$ cat src/rtl/lmem_steer_pkg.sv
package lmem_steer_pkg;

  localparam int NUM_REGIONS = 2;
  localparam int REG_SRAM    = 0;
  localparam int REG_ROM     = 1;

  typedef enum logic [1:0] {
    SRC_SRAM  = 2'd0,
    SRC_ROM   = 2'd1,
    SRC_CACHE = 2'd2,
    SRC_SYS   = 2'd3
  } srcSel_e;

  // Strobes from control to datapath
  typedef struct packed {
    logic acceptLocal;  // read served by a local source this cycle
    logic acceptMiss;   // read missed everywhere, capture address
    logic sysDone;      // system memory completion this cycle
  } steerStrobe_t;

endpackage

$ cat src/rtl/lmem_region_match.sv
module lmem_region_match #(
  parameter int AW = 32
) (
  input  logic          clk,
  input  logic          rstN,
  input  logic          wrEn,
  input  logic [AW-1:0] wrBase,
  input  logic [AW-1:0] wrMask,
  input  logic          wrValid,
  input  logic [AW-1:0] lookupAddr,
  output logic          hit
);

  logic [AW-1:0] baseQ;
  logic [AW-1:0] maskQ;
  logic          validQ;

  always_ff @(posedge clk or negedge rstN) begin
    if (!rstN) begin
      baseQ  <= '0;
      maskQ  <= '0;
      validQ <= 1'b0;
    end else if (wrEn) begin
      baseQ  <= wrBase;
      maskQ  <= wrMask;
      validQ <= wrValid;
    end
  end

  assign hit = validQ && ((lookupAddr & ~maskQ) == (baseQ & ~maskQ));

endmodule

$ cat src/rtl/lmem_steer_dp.sv
module lmem_steer_dp
  import lmem_steer_pkg::*;
#(
  parameter int AW = 32,
  parameter int DW = 32
) (
  input  logic          clk,
  input  logic          rstN,
  input  logic          cfgWrEn,
  input  logic          cfgSel,
  input  logic [AW-1:0] cfgBase,
  input  logic [AW-1:0] cfgMask,
  input  logic          cfgValid,
  input  logic [AW-1:0] reqAddr,
  input  logic [DW-1:0] sramData,
  input  logic [DW-1:0] romData,
  input  logic          cacheHit,
  input  logic [DW-1:0] cacheData,
  input  logic [DW-1:0] sysData,
  input  steerStrobe_t  strb,
  output logic          localHit,
  output logic [AW-1:0] sysAddr,
  output logic [DW-1:0] rspData,
  output logic [1:0]    rspSrc
);

  logic [NUM_REGIONS-1:0] regionHit;
  logic [AW-1:0]          missAddrQ;
  srcSel_e                srcSel;

  for (genvar g = 0; g < NUM_REGIONS; g++) begin : g_region
    lmem_region_match #(.AW(AW)) u_region (
      .clk        (clk),
      .rstN       (rstN),
      .wrEn       (cfgWrEn && (int'(cfgSel) == g)),
      .wrBase     (cfgBase),
      .wrMask     (cfgMask),
      .wrValid    (cfgValid),
      .lookupAddr (reqAddr),
      .hit        (regionHit[g])
    );
  end

  assign localHit = regionHit[REG_SRAM] | regionHit[REG_ROM] | cacheHit;

  // Fixed priority: pending completion, then SRAM, ROM, cache
  always_comb begin
    if (strb.sysDone)               srcSel = SRC_SYS;
    else if (regionHit[REG_SRAM])   srcSel = SRC_SRAM;
    else if (regionHit[REG_ROM])    srcSel = SRC_ROM;
    else if (cacheHit)              srcSel = SRC_CACHE;
    else                            srcSel = SRC_SYS;
  end

  always_comb begin
    unique case (srcSel)
      SRC_SRAM:  rspData = sramData;
      SRC_ROM:   rspData = romData;
      SRC_CACHE: rspData = cacheData;
      default:   rspData = sysData;
    endcase
  end

  assign rspSrc = srcSel;

  always_ff @(posedge clk or negedge rstN) begin
    if (!rstN)                missAddrQ <= '0;
    else if (strb.acceptMiss) missAddrQ <= reqAddr;
  end

  assign sysAddr = missAddrQ;

  AST_SRAM_OVER_ALL: assert property (@(posedge clk) disable iff (!rstN)
    (strb.acceptLocal && regionHit[REG_SRAM]) |-> (rspSrc == SRC_SRAM));
  AST_ROM_OVER_CACHE: assert property (@(posedge clk) disable iff (!rstN)
    (strb.acceptLocal && !regionHit[REG_SRAM] && regionHit[REG_ROM]) |-> (rspSrc == SRC_ROM));
  AST_DISABLED_NO_HIT: assert property (@(posedge clk) disable iff (!rstN)
    (cfgWrEn && !cfgSel && !cfgValid) |=> !regionHit[REG_SRAM]);
  AST_MISS_ADDR_HELD: assert property (@(posedge clk) disable iff (!rstN)
    (!strb.acceptMiss) |=> $stable(sysAddr));

endmodule

$ cat src/rtl/lmem_steer_ctrl.sv
module lmem_steer_ctrl
  import lmem_steer_pkg::*;
(
  input  logic         clk,
  input  logic         rstN,
  input  logic         reqValid,
  input  logic         localHit,
  input  logic         sysAck,
  output logic         reqReady,
  output logic         sysReq,
  output logic         rspValid,
  output logic         cacheFillEn,
  output steerStrobe_t strb
);

  typedef enum logic {ST_IDLE = 1'b0, ST_WAIT = 1'b1} ctrlState_e;

  ctrlState_e stateQ, stateD;

  always_comb begin
    strb.acceptLocal = (stateQ == ST_IDLE) && reqValid && localHit;
    strb.acceptMiss  = (stateQ == ST_IDLE) && reqValid && !localHit;
    strb.sysDone     = (stateQ == ST_WAIT) && sysAck;
  end

  always_comb begin
    stateD = stateQ;
    if (strb.acceptMiss)   stateD = ST_WAIT;
    else if (strb.sysDone) stateD = ST_IDLE;
  end

  always_ff @(posedge clk or negedge rstN) begin
    if (!rstN) stateQ <= ST_IDLE;
    else       stateQ <= stateD;
  end

  assign reqReady    = (stateQ == ST_IDLE);
  assign sysReq      = (stateQ == ST_WAIT);
  assign rspValid    = strb.acceptLocal | strb.sysDone;
  assign cacheFillEn = strb.sysDone;

  AST_REQ_HELD: assert property (@(posedge clk) disable iff (!rstN)
    (sysReq && !sysAck) |=> sysReq);
  AST_STALL_WHILE_PENDING: assert property (@(posedge clk) disable iff (!rstN)
    sysReq |-> !reqReady);
  AST_ACK_RELEASES: assert property (@(posedge clk) disable iff (!rstN)
    (sysReq && sysAck) |=> (!sysReq && reqReady));
  AST_FILL_ONLY_SYS: assert property (@(posedge clk) disable iff (!rstN)
    cacheFillEn |-> (sysReq && rspValid));
  AST_STRAY_ACK: assert property (@(posedge clk) disable iff (!rstN)
    (!sysReq && !reqValid) |-> (!rspValid && !cacheFillEn));
  AST_MISS_STARTS: assert property (@(posedge clk) disable iff (!rstN)
    (reqValid && reqReady && !localHit) |=> sysReq);

endmodule

$ cat src/rtl/lmem_read_steer.sv
module lmem_read_steer
  import lmem_steer_pkg::*;
#(
  parameter int AW = 32,
  parameter int DW = 32
) (
  input  logic          clk,
  input  logic          rstN,
  input  logic          cfgWrEn,
  input  logic          cfgSel,
  input  logic [AW-1:0] cfgBase,
  input  logic [AW-1:0] cfgMask,
  input  logic          cfgValid,
  input  logic          reqValid,
  input  logic [AW-1:0] reqAddr,
  output logic          reqReady,
  input  logic [DW-1:0] sramData,
  input  logic [DW-1:0] romData,
  input  logic          cacheHit,
  input  logic [DW-1:0] cacheData,
  output logic          sysReq,
  output logic [AW-1:0] sysAddr,
  input  logic          sysAck,
  input  logic [DW-1:0] sysData,
  output logic          rspValid,
  output logic [DW-1:0] rspData,
  output logic [1:0]    rspSrc,
  output logic          cacheFillEn
);

  steerStrobe_t strb;
  logic         localHit;

  lmem_steer_ctrl u_ctrl (
    .clk         (clk),
    .rstN        (rstN),
    .reqValid    (reqValid),
    .localHit    (localHit),
    .sysAck      (sysAck),
    .reqReady    (reqReady),
    .sysReq      (sysReq),
    .rspValid    (rspValid),
    .cacheFillEn (cacheFillEn),
    .strb        (strb)
  );

  lmem_steer_dp #(.AW(AW), .DW(DW)) u_dp (
    .clk       (clk),
    .rstN      (rstN),
    .cfgWrEn   (cfgWrEn),
    .cfgSel    (cfgSel),
    .cfgBase   (cfgBase),
    .cfgMask   (cfgMask),
    .cfgValid  (cfgValid),
    .reqAddr   (reqAddr),
    .sramData  (sramData),
    .romData   (romData),
    .cacheHit  (cacheHit),
    .cacheData (cacheData),
    .sysData   (sysData),
    .strb      (strb),
    .localHit  (localHit),
    .sysAddr   (sysAddr),
    .rspData   (rspData),
    .rspSrc    (rspSrc)
  );

endmodule

$ cat config.mk
export PLATFORM = sky130hd
export DESIGN_NAME = lmem_read_steer
export DESIGN_NICKNAME = d
export VERILOG_FILES = /design/src/rtl/lmem_steer_pkg.sv /design/src/rtl/lmem_region_match.sv /design/src/rtl/lmem_steer_dp.sv /design/src/rtl/lmem_steer_ctrl.sv /design/src/rtl/lmem_read_steer.sv
export SDC_FILE = /design/constraint.sdc
export NUM_CORES = 1
export LEC_CHECK = 0
export ABC_AREA = 1
export BUFFER_PORTS_ARGS = -buffer_cell sky130_fd_sc_hd__clkbuf_2
export CAP_MARGIN = 20
export CORE_ASPECT_RATIO = 0.9
export CORE_UTILIZATION = 55
export CTS_CLUSTER_DIAMETER = 150
export DETAILED_ROUTE_END_ITERATION = 7
export PLACE_DENSITY = 0.86
export REMOVE_ABC_BUFFERS = 1
export SYNTH_ARGS = -nofsm -noshare
export SYNTH_HDL_FRONTEND = slang
export SYNTH_SLANG_ARGS = --single-unit
export TNS_END_PERCENT = 10
$ cat constraint.sdc
create_clock -name clk -period 5.5 [get_ports clk]
set_input_delay 0.825 -clock clk [delete_from_list [all_inputs] [get_ports clk]]
set_output_delay 0.825 -clock clk [all_outputs]
set_load 0.005 [all_outputs]
# Word-level counts from Yosys, hierarchy flattened
# Index checks and enable logic that the tools add are counted.
# W data, S select, Z words.
# op_classes
n_eq_ne,4
mux,7
bitwise,11
n_reduce_logical,11
# op_table
cell,count
$and A32 B32 Y32,4
$pmux W32 S3,1
$eq A32 B32 Y1,2
$not A32 Y32,2
$logic_and A1 B1 Y1,8
$mux W2,3
$mux W1,3
$or A1 B1 Y1,3
$eq A2 B1 Y1 const B,1
$eq A2 B2 Y1 const B,1
$logic_not A2 Y1,1
$not A1 Y1,2
$reduce_bool A2 Y1,1
$logic_not A1 Y1,1
# word_totals
ff_bits,163
out_inout_bits,70

# Longest topological paths before layout
# Gate-level depths: netlist of the first run.
# logic_depth
depth_word,9
depth_mapped,14
ltp_nobuf,13

# By module
# A second synthesis of the first run with hierarchy kept.
# unflattened
cells_unflattened,1010
hier_area_um2,8602.0
# modules_own_cells
module,n_inst,cells_per_inst,area_each_um2,seq_area_each_um2
lmem_region_match,2,360,3110.5,1626.6
lmem_steer_dp,1,275,2283.4,800.8
lmem_steer_ctrl,1,15,97.6,25.0

# Least setup slack after synthesis of the first run
# OpenSTA, ideal clock, no wires.
# synth_timing
path_type,input-to-output
startpoint,input port reqAddr[9]
endpoint,output port rspData[10]
t_arrival_ns,2.040
t_required_ns,4.675
path_slack_ns,2.635
path_stages,11
n_path_buf,1
cell_sequence,or2_0 -> nand2_1 -> nand2_1 -> nor2_1 -> nand2_1 -> nor2_1 -> nand3_1 -> a21oi_4 -> buf_6 -> nand3_1 -> nand4_1
# synth_between
elab_chain_len,8
elab_cells_between_ends,13
cone_classes,4 x eq/ne; 4 x mux; 2 x bitwise; 3 x reduce/logical
# synth_rtl
element,line_no,rtl
from (decl),lmem_read_steer.sv:15,"input logic [AW-1:0] reqAddr,"
$and A32 B32 Y32,lmem_region_match.sv:30,assign hit = validQ && ((lookupAddr & ~maskQ) == (baseQ & ~maskQ));
$eq A32 B32 Y1,lmem_region_match.sv:30,
$logic_and A1 B1 Y1,lmem_region_match.sv:30,
$mux W2,lmem_steer_dp.sv:50,else if (regionHit[REG_ROM]) srcSel = SRC_ROM;
$mux W2 *,lmem_steer_dp.sv:49,else if (regionHit[REG_SRAM]) srcSel = SRC_SRAM;
$mux W2 *,lmem_steer_dp.sv:48,if (strb.sysDone) srcSel = SRC_SYS;
"$eq A2 B2 Y1, or another cell as far along",lmem_steer_dp.sv:56,unique case (srcSel)
$pmux W32 S3 *,lmem_steer_dp.sv:56,
to (decl),lmem_read_steer.sv:26,"output logic [DW-1:0] rspData,"
# Mark *: on every way between the ends. The rest lies on a longest branch, timed or not.

# Final worst setup path of the first run
# layout_timing
startpoint,input port reqAddr[27]
endpoint,output port rspData[24]
# The elaborated chain is that of the path after synthesis.

==> out/qor.csv, run 1 <==
metric,value,unit
status,"finished, final reports clean",
cp_max_fo,32,
avgSynthCellArea,7.24,um2
die_h,124,um
cts.repair.resized,0,
vias,9517,
power.density,308,nW/um2
end_kind,output pin,
period_needed,4.07,ns
cts.sink_count,163,
max_slew_margin,43.0,%
synth_largest_area_cell,dfrtp_1,
cts_max_level,4,
synthFlopType,dfrtp_1,
synth_xor_area_share,0,%
crit_type,input port to output pin,
drc,0,
dp_hpwl,20800,um
clk_pin_slew,0.06,ns
wl_met2,12700,um
comb_power_share,22.5,%
wl_met3,3050,um
cts_setup_buffers,0,
synth.area.top_cells,"dfrtp_1 45%, nand2_1 18%, o21ai_0 7.3%, inv_1 6.5%, nand4_1 5.4%",
synthSimpleGateAreaFrac,34.1,%
ys_seq_area_share,45.0,%
cts_tree,built,
drt_iter0_markers,955,
grt_pass1_vias,8371,
start_util,56.2,%
syn_to_final_growth,23.8,%
p_leak,0.00621,uW
die_area,17000,um2
async_flop_share,100,%
syn_area,9070,um2
period_share,74.0,%
ys_types,29,
crit_required,4.68,ns
seq_power_share,43.0,%
routed_via_density,5.45,
worstPathArrival,3.25,ns
setup-violations-final,0,
overflow,0,
worst_pin_slew,0.853,ns
final_util,69.6,%
p_int,2360,uW
core_area,16100,um2
drt_wl_total,28300,um
hold_violations,0,
rsz0062_at_grt,no,
die_w,137,um
place_inst,1711,
first_pass_iters,8,
fin_cells,1745,
synth-seq-cells,163,
cts_root_buf,clkbuf_16,
grt_max_degree,82,
rows,44,
fillers,1322,
io_buffers,301,
grt_use_total,33.2,%
antenna_found_initial,2,
drv_cap,0,
p_sw,1090,uW
cts_hold_buf,0,
p_total,3450,uW
synth_edf_count,0,
worstHoldPathType,input port to asynchronous set/reset pin,
synthCells,1253,
numCtsBuffers,17,
synth-compound-area-share,10.6,%
fin_nets,1757,
crit_path_start_kind,input port,
synth_top_family_by_area,simple AND/OR/NAND/NOR gates,
rrSetupSlack,3.19,ns
drtAntennaViolNets,0,
hold_ws,0.384,ns
dr.max_layer_used,met4,
gp_congestion,0.907,
p_sw_share,31.5,%
multi_input_area,4060,um2
clk_latency,0.44,ns
antenna_cells,0,
max_freq,246,MHz
grt_pass1_wl,42300,um
seq_area,4080,um2
irDropWorstVdd,0.232,mV
wire_per_inst,16.2,um
muxShareOfSynthArea,0,%
most-common-layout-cells,"421 x nand2_1, 300 x clkbuf_2, 163 x dfrtp_1",
ios,302,
cts.path.max_buffers,2,
synthAdderAreaFrac,0,%
m1WireLength,11900,um
fin_tns_setup,0,ns
synth_warnings,0,
finClkSkew,0.0126,ns
pwr-share-clk,34.4,%
layout_commonest_cell,nand2_1,
finalMaxSlewViolations,0,
synth_top_cell_area_share,45.0,%
drive_gt1_share,26.3,%
-- worst paths after layout --
kind                                                                   end  cells after the start                                            start
setup / recovery                                               rspData[24]                     13                                      reqAddr[27]
hold / removal                                 u_dp.sysAddr[1]$_DFFE_PN0P_                      1                                             rstN
setup reg to reg                              u_dp.sysAddr[21]$_DFFE_PN0P_                     13  u_dp.g_region[1].u_region.baseQ[10]$_DFFE_PN0P_
hold reg to reg             u_dp.g_region[0].u_region.maskQ[5]$_DFFE_PN0P_                      2   u_dp.g_region[0].u_region.maskQ[5]$_DFFE_PN0P_
max in group asynchronous  u_dp.g_region[1].u_region.baseQ[17]$_DFFE_PN0P_                      2                                             rstN
min in group clk            u_dp.g_region[0].u_region.maskQ[5]$_DFFE_PN0P_                      2   u_dp.g_region[0].u_region.maskQ[5]$_DFFE_PN0P_
-- cell usage after synthesis (2+ instances only) --
master    number
nand2_1      423
dfrtp_1      163
inv_1        158
o21ai_0      132
nor2_1        88
nand4_1       78
nand3_1       56
clkbuf_1      31
o21ai_2       28
nand3b_1      25
nand2_2       21
buf_2         11
inv_2          7
buf_6          6
a21oi_1        4
buf_1          4
o21ai_1        3
buf_12         2
nand3_2        2
nor4_1         2
-- layer usage --
layer | GRT usage, % | up-vias
met5 | 0 | -
met4 | 10.6 | 0
met3 | 10.5 | 84
met2 | 49.9 | 505
met1 | 45.8 | 4405
li1 | - | 4523
-- cells by family (layout without fill, tap and decap cells) --
group | after synthesis | in the layout
AND/OR/NAND/NOR | 700 | 700
flip-flops | 163 | 163
AO/OA/AOI/OAI | 168 | 168
buffers and inverters | 222 | 507
-- layout make-up --
class,count,share of cell area (%)
Timing Repair Buffer,310,14.4
Clock buffer,21,4.10
Tap cell,207,2.31
Inverter,165,5.52
Multi-Input combinational cell,868,36.2
Clock inverter,11,1.11
Sequential cell,163,36.3
-- registers in the layout, summed over array words and instances (netlist names) --
register / cells
u_ctrl.sysReq: 1
u_dp.g_region.u_region.validQ: 2
u_dp.g_region.u_region.maskQ: 64
u_dp.sysAddr: 32
u_dp.g_region.u_region.baseQ: 64
-- worst max-delay path: stages --
cell	delay, ns
clkbuf_2	0.10
inv_1	0.12
nand2_1	0.08
nand3b_1	0.23
nand2_1	0.09
nor2_1	0.10
nand2_1	0.05
nor2_1	0.11
nand3_1	0.21
a21oi_4	0.75
nand3_1	0.28
nand4_1	0.17
clkbuf_2	0.13
-- stage by stage --
stage | instance area, um2 | setup slack [ns]
after floorplan | 8740 | 2.24
after global placement | 10600 | 1.52
after detailed placement | 10600 | 1.48
after CTS | 11200 | 1.45
after global routing | 11200 | 1.21
final | 11200 | 1.43
-- power by group through the flow --
stage / Combinational [uW] / Sequential [uW] / Clock [uW]
floorplan: 430 / 1470 / 0
global placement: 738 / 1490 / 0
detailed placement: 758 / 1500 / 0
CTS: 765 / 1480 / 1200
global route: 878 / 1500 / 1250
finish: 778 / 1490 / 1190
(Power assumes the default switching activity.)
==> inputs of run 2 (changes only) <==
CORE_UTILIZATION = 51   (was 55)
PLACE_DENSITY = 0.81   (was 0.86)
clock period = 3.9 ns   (was 5.5 ns; I/O delays follow)
==> run 2 against run 1 <==
- sequential power up 40%
- die area is 7.7% higher
- via count is 1.6% lower
- total power increased by 40%
- cell area rose by 0.31%
- utilization is 3.8 points lower
- flip-flop and latch count stayed put
- first-iteration DRC count down 17%
- worst setup slack got worse by 0.99 ns
- global-route usage down 3.2 points
- clock power up 39%
- highest routed layer unchanged
==> out/qor.csv, run 2 (synthesis results as in run 1) <==
metric,value,unit,change
core_area,17100,um2,+6.1%
crit_required,3.31,ns,-1.37 ns
routed_via_density,5.28,,-3.2%
grt_pass1_wl,41900,um,-0.93%
gp_congestion,0.935,,+3.1%
period_needed,3.46,ns,
most-common-layout-cells,"421 x nand2_1, 300 x clkbuf_2, 163 x dfrtp_1",,
layout_commonest_cell,nand2_1,,
worstHoldPathType,input port to asynchronous set/reset pin,,
start_util,53.0,%,-3.2 points
max_slew_margin,26.1,%,-17 points
ios,302,,unchanged
pwr-share-clk,34.2,%,-0.2 points
cts_setup_buffers,0,,unchanged
p_leak,0.00621,uW,about the same
p_total,4820,uW,+40%
drive_gt1_share,26.4,%,+0.18 points
finClkSkew,0.0105,ns,-0.00215 ns
fin_cells,1774,,+1.7%
vias,9364,,-1.6%
irDropWorstVdd,0.316,mV,+36%
max_freq,289,MHz,
numCtsBuffers,17,,unchanged
drt_iter0_markers,789,,-17%
end_kind,output pin,,
fillers,1537,,+16%
grt_pass1_vias,8060,,-3.7%
hold_violations,0,,unchanged
finalMaxSlewViolations,0,,unchanged
cp_max_fo,32,,unchanged
p_sw,1510,uW,+39%
cts_root_buf,clkbuf_16,,
seq_power_share,43.3,%,+0.3 points
cts_max_level,4,,unchanged
reg2reg_depth,12,,-1
syn_to_final_growth,24.2,%,
setup-violations-final,0,,unchanged
rsz0062_at_grt,no,,
wire_per_inst,15.6,um,-3.7%
first_pass_iters,5,,-3
fin_tns_setup,0,ns,unchanged
crit_path_start_kind,flop,,
fin_nets,1759,,+0.11%
crit_type,flop to output pin,,
p_sw_share,31.3,%,-0.18 points
worstPathArrival,2.88,ns,-0.37 ns
drt_wl_total,27700,um,-2.1%
place_ws,0.580,ns,-0.897 ns
antenna_cells,0,,unchanged
antenna_found_initial,0,,-2
overflow,0,,unchanged
cts.sink_count,163,,unchanged
grt_max_degree,118,,+44%
power.density,428,nW/um2,+39%
die_area,18300,um2,+7.7%
drv_cap,0,,unchanged
io_buffers,301,,unchanged
cts.repair.resized,0,,unchanged
rows,45,,+2.3%
drc,0,,unchanged
die_h,128,um,+3.8%
fin_ws,0.438,ns,-0.989 ns
clk_latency,0.43,ns,about the same
grt_use_total,30.0,%,-3.2 points
cts_tree,built,,
period_share,88.8,%,
status,"finished, final reports clean",,
place_inst,1742,,+1.8%
fin_area,11300,um2,+0.31%
worst_pin_slew,1.11,ns,+0.254 ns
clk_pin_slew,0.06,ns,about the same
dp_hpwl,20700,um,-0.44%
drtAntennaViolNets,0,,unchanged
die_w,143,um,+3.8%
cts.path.max_buffers,2,,unchanged
p_int,3310,uW,+40%
comb_power_share,22.5,%,about the same
placed_area,10700,um2,+0.78%
cts_hold_buf,0,,unchanged
## run 2: final timing paths
path | to | from | slack [ns]
setup / recovery | rspData[4] | u_dp.g_region[0].u_region.baseQ[24]$_DFFE_PN0P_ | 0.44
hold / removal | u_dp.sysAddr[1]$_DFFE_PN0P_ | rstN | 0.16
setup reg to reg | u_dp.sysAddr[2]$_DFFE_PN0P_ | u_dp.g_region[0].u_region.baseQ[30]$_DFFE_PN0P_ | 1.53
hold reg to reg | u_dp.g_region[1].u_region.maskQ[27]$_DFFE_PN0P_ | u_dp.g_region[1].u_region.maskQ[27]$_DFFE_PN0P_ | 0.48
max in group asynchronous | u_dp.sysAddr[30]$_DFFE_PN0P_ | rstN | 2.87
min in group clk | u_ctrl.sysReq$_DFFE_PN0P_ | sysAck | 0.34
## run 2: worst max-delay path, stage by stage (launching register included)
cell,delay (ns)
dfrtp_1,0.40
nor2_1,0.09
nor2_1,0.05
nand2_1,0.20
nand2_1,0.08
nor2_1,0.12
nand2_1,0.06
nor2_1,0.14
nand3_1,0.19
nand2_2,0.57
nand4_1,0.22
nand4_1,0.17
clkbuf_2,0.14
## run 2: per-stage QoR
step	hold slack, ns	utilization [%]
floorplan	0.289	-
global placement	0.458	62.3
detailed placement	0.466	62.3
CTS	0.207	65.7
global route	0.225	65.8
finish	0.164	65.8
## run 2: power by group through the flow
stage / combinational, uW / clock, uW / sequential, uW
after floorplan: 607 / 0 / 2080
after global placement: 1050 / 0 / 2100
after detailed placement: 1070 / 0 / 2110
after CTS: 1080 / 1660 / 2080
after global routing: 1230 / 1730 / 2110
final: 1090 / 1650 / 2090
## run 2: routing by layer
| metal | vias up | global-route usage (%) | part of all wire, % |
|---|---|---|---|
| met3 | 50 | 6.89 | 8.8 |
| met5 | - | 0 | 0 |
| li1 | 4539 | - | - |
| met1 | 4341 | 44.4 | 45 |
| met2 | 434 | 44.1 | 44 |
| met4 | 0 | 8.16 | 1.7 |
## run 2: area by class of cell
cell class	instances	area [um2]	area share, %
clock buffers	18	439	3.90
clock inverters	13	134	1.19
inverters	165	619	5.50
well taps	235	294	2.61
flip-flops and latches	163	4080	36.2
multi-input cells	868	4060	36.1
repair buffers	312	1630	14.5
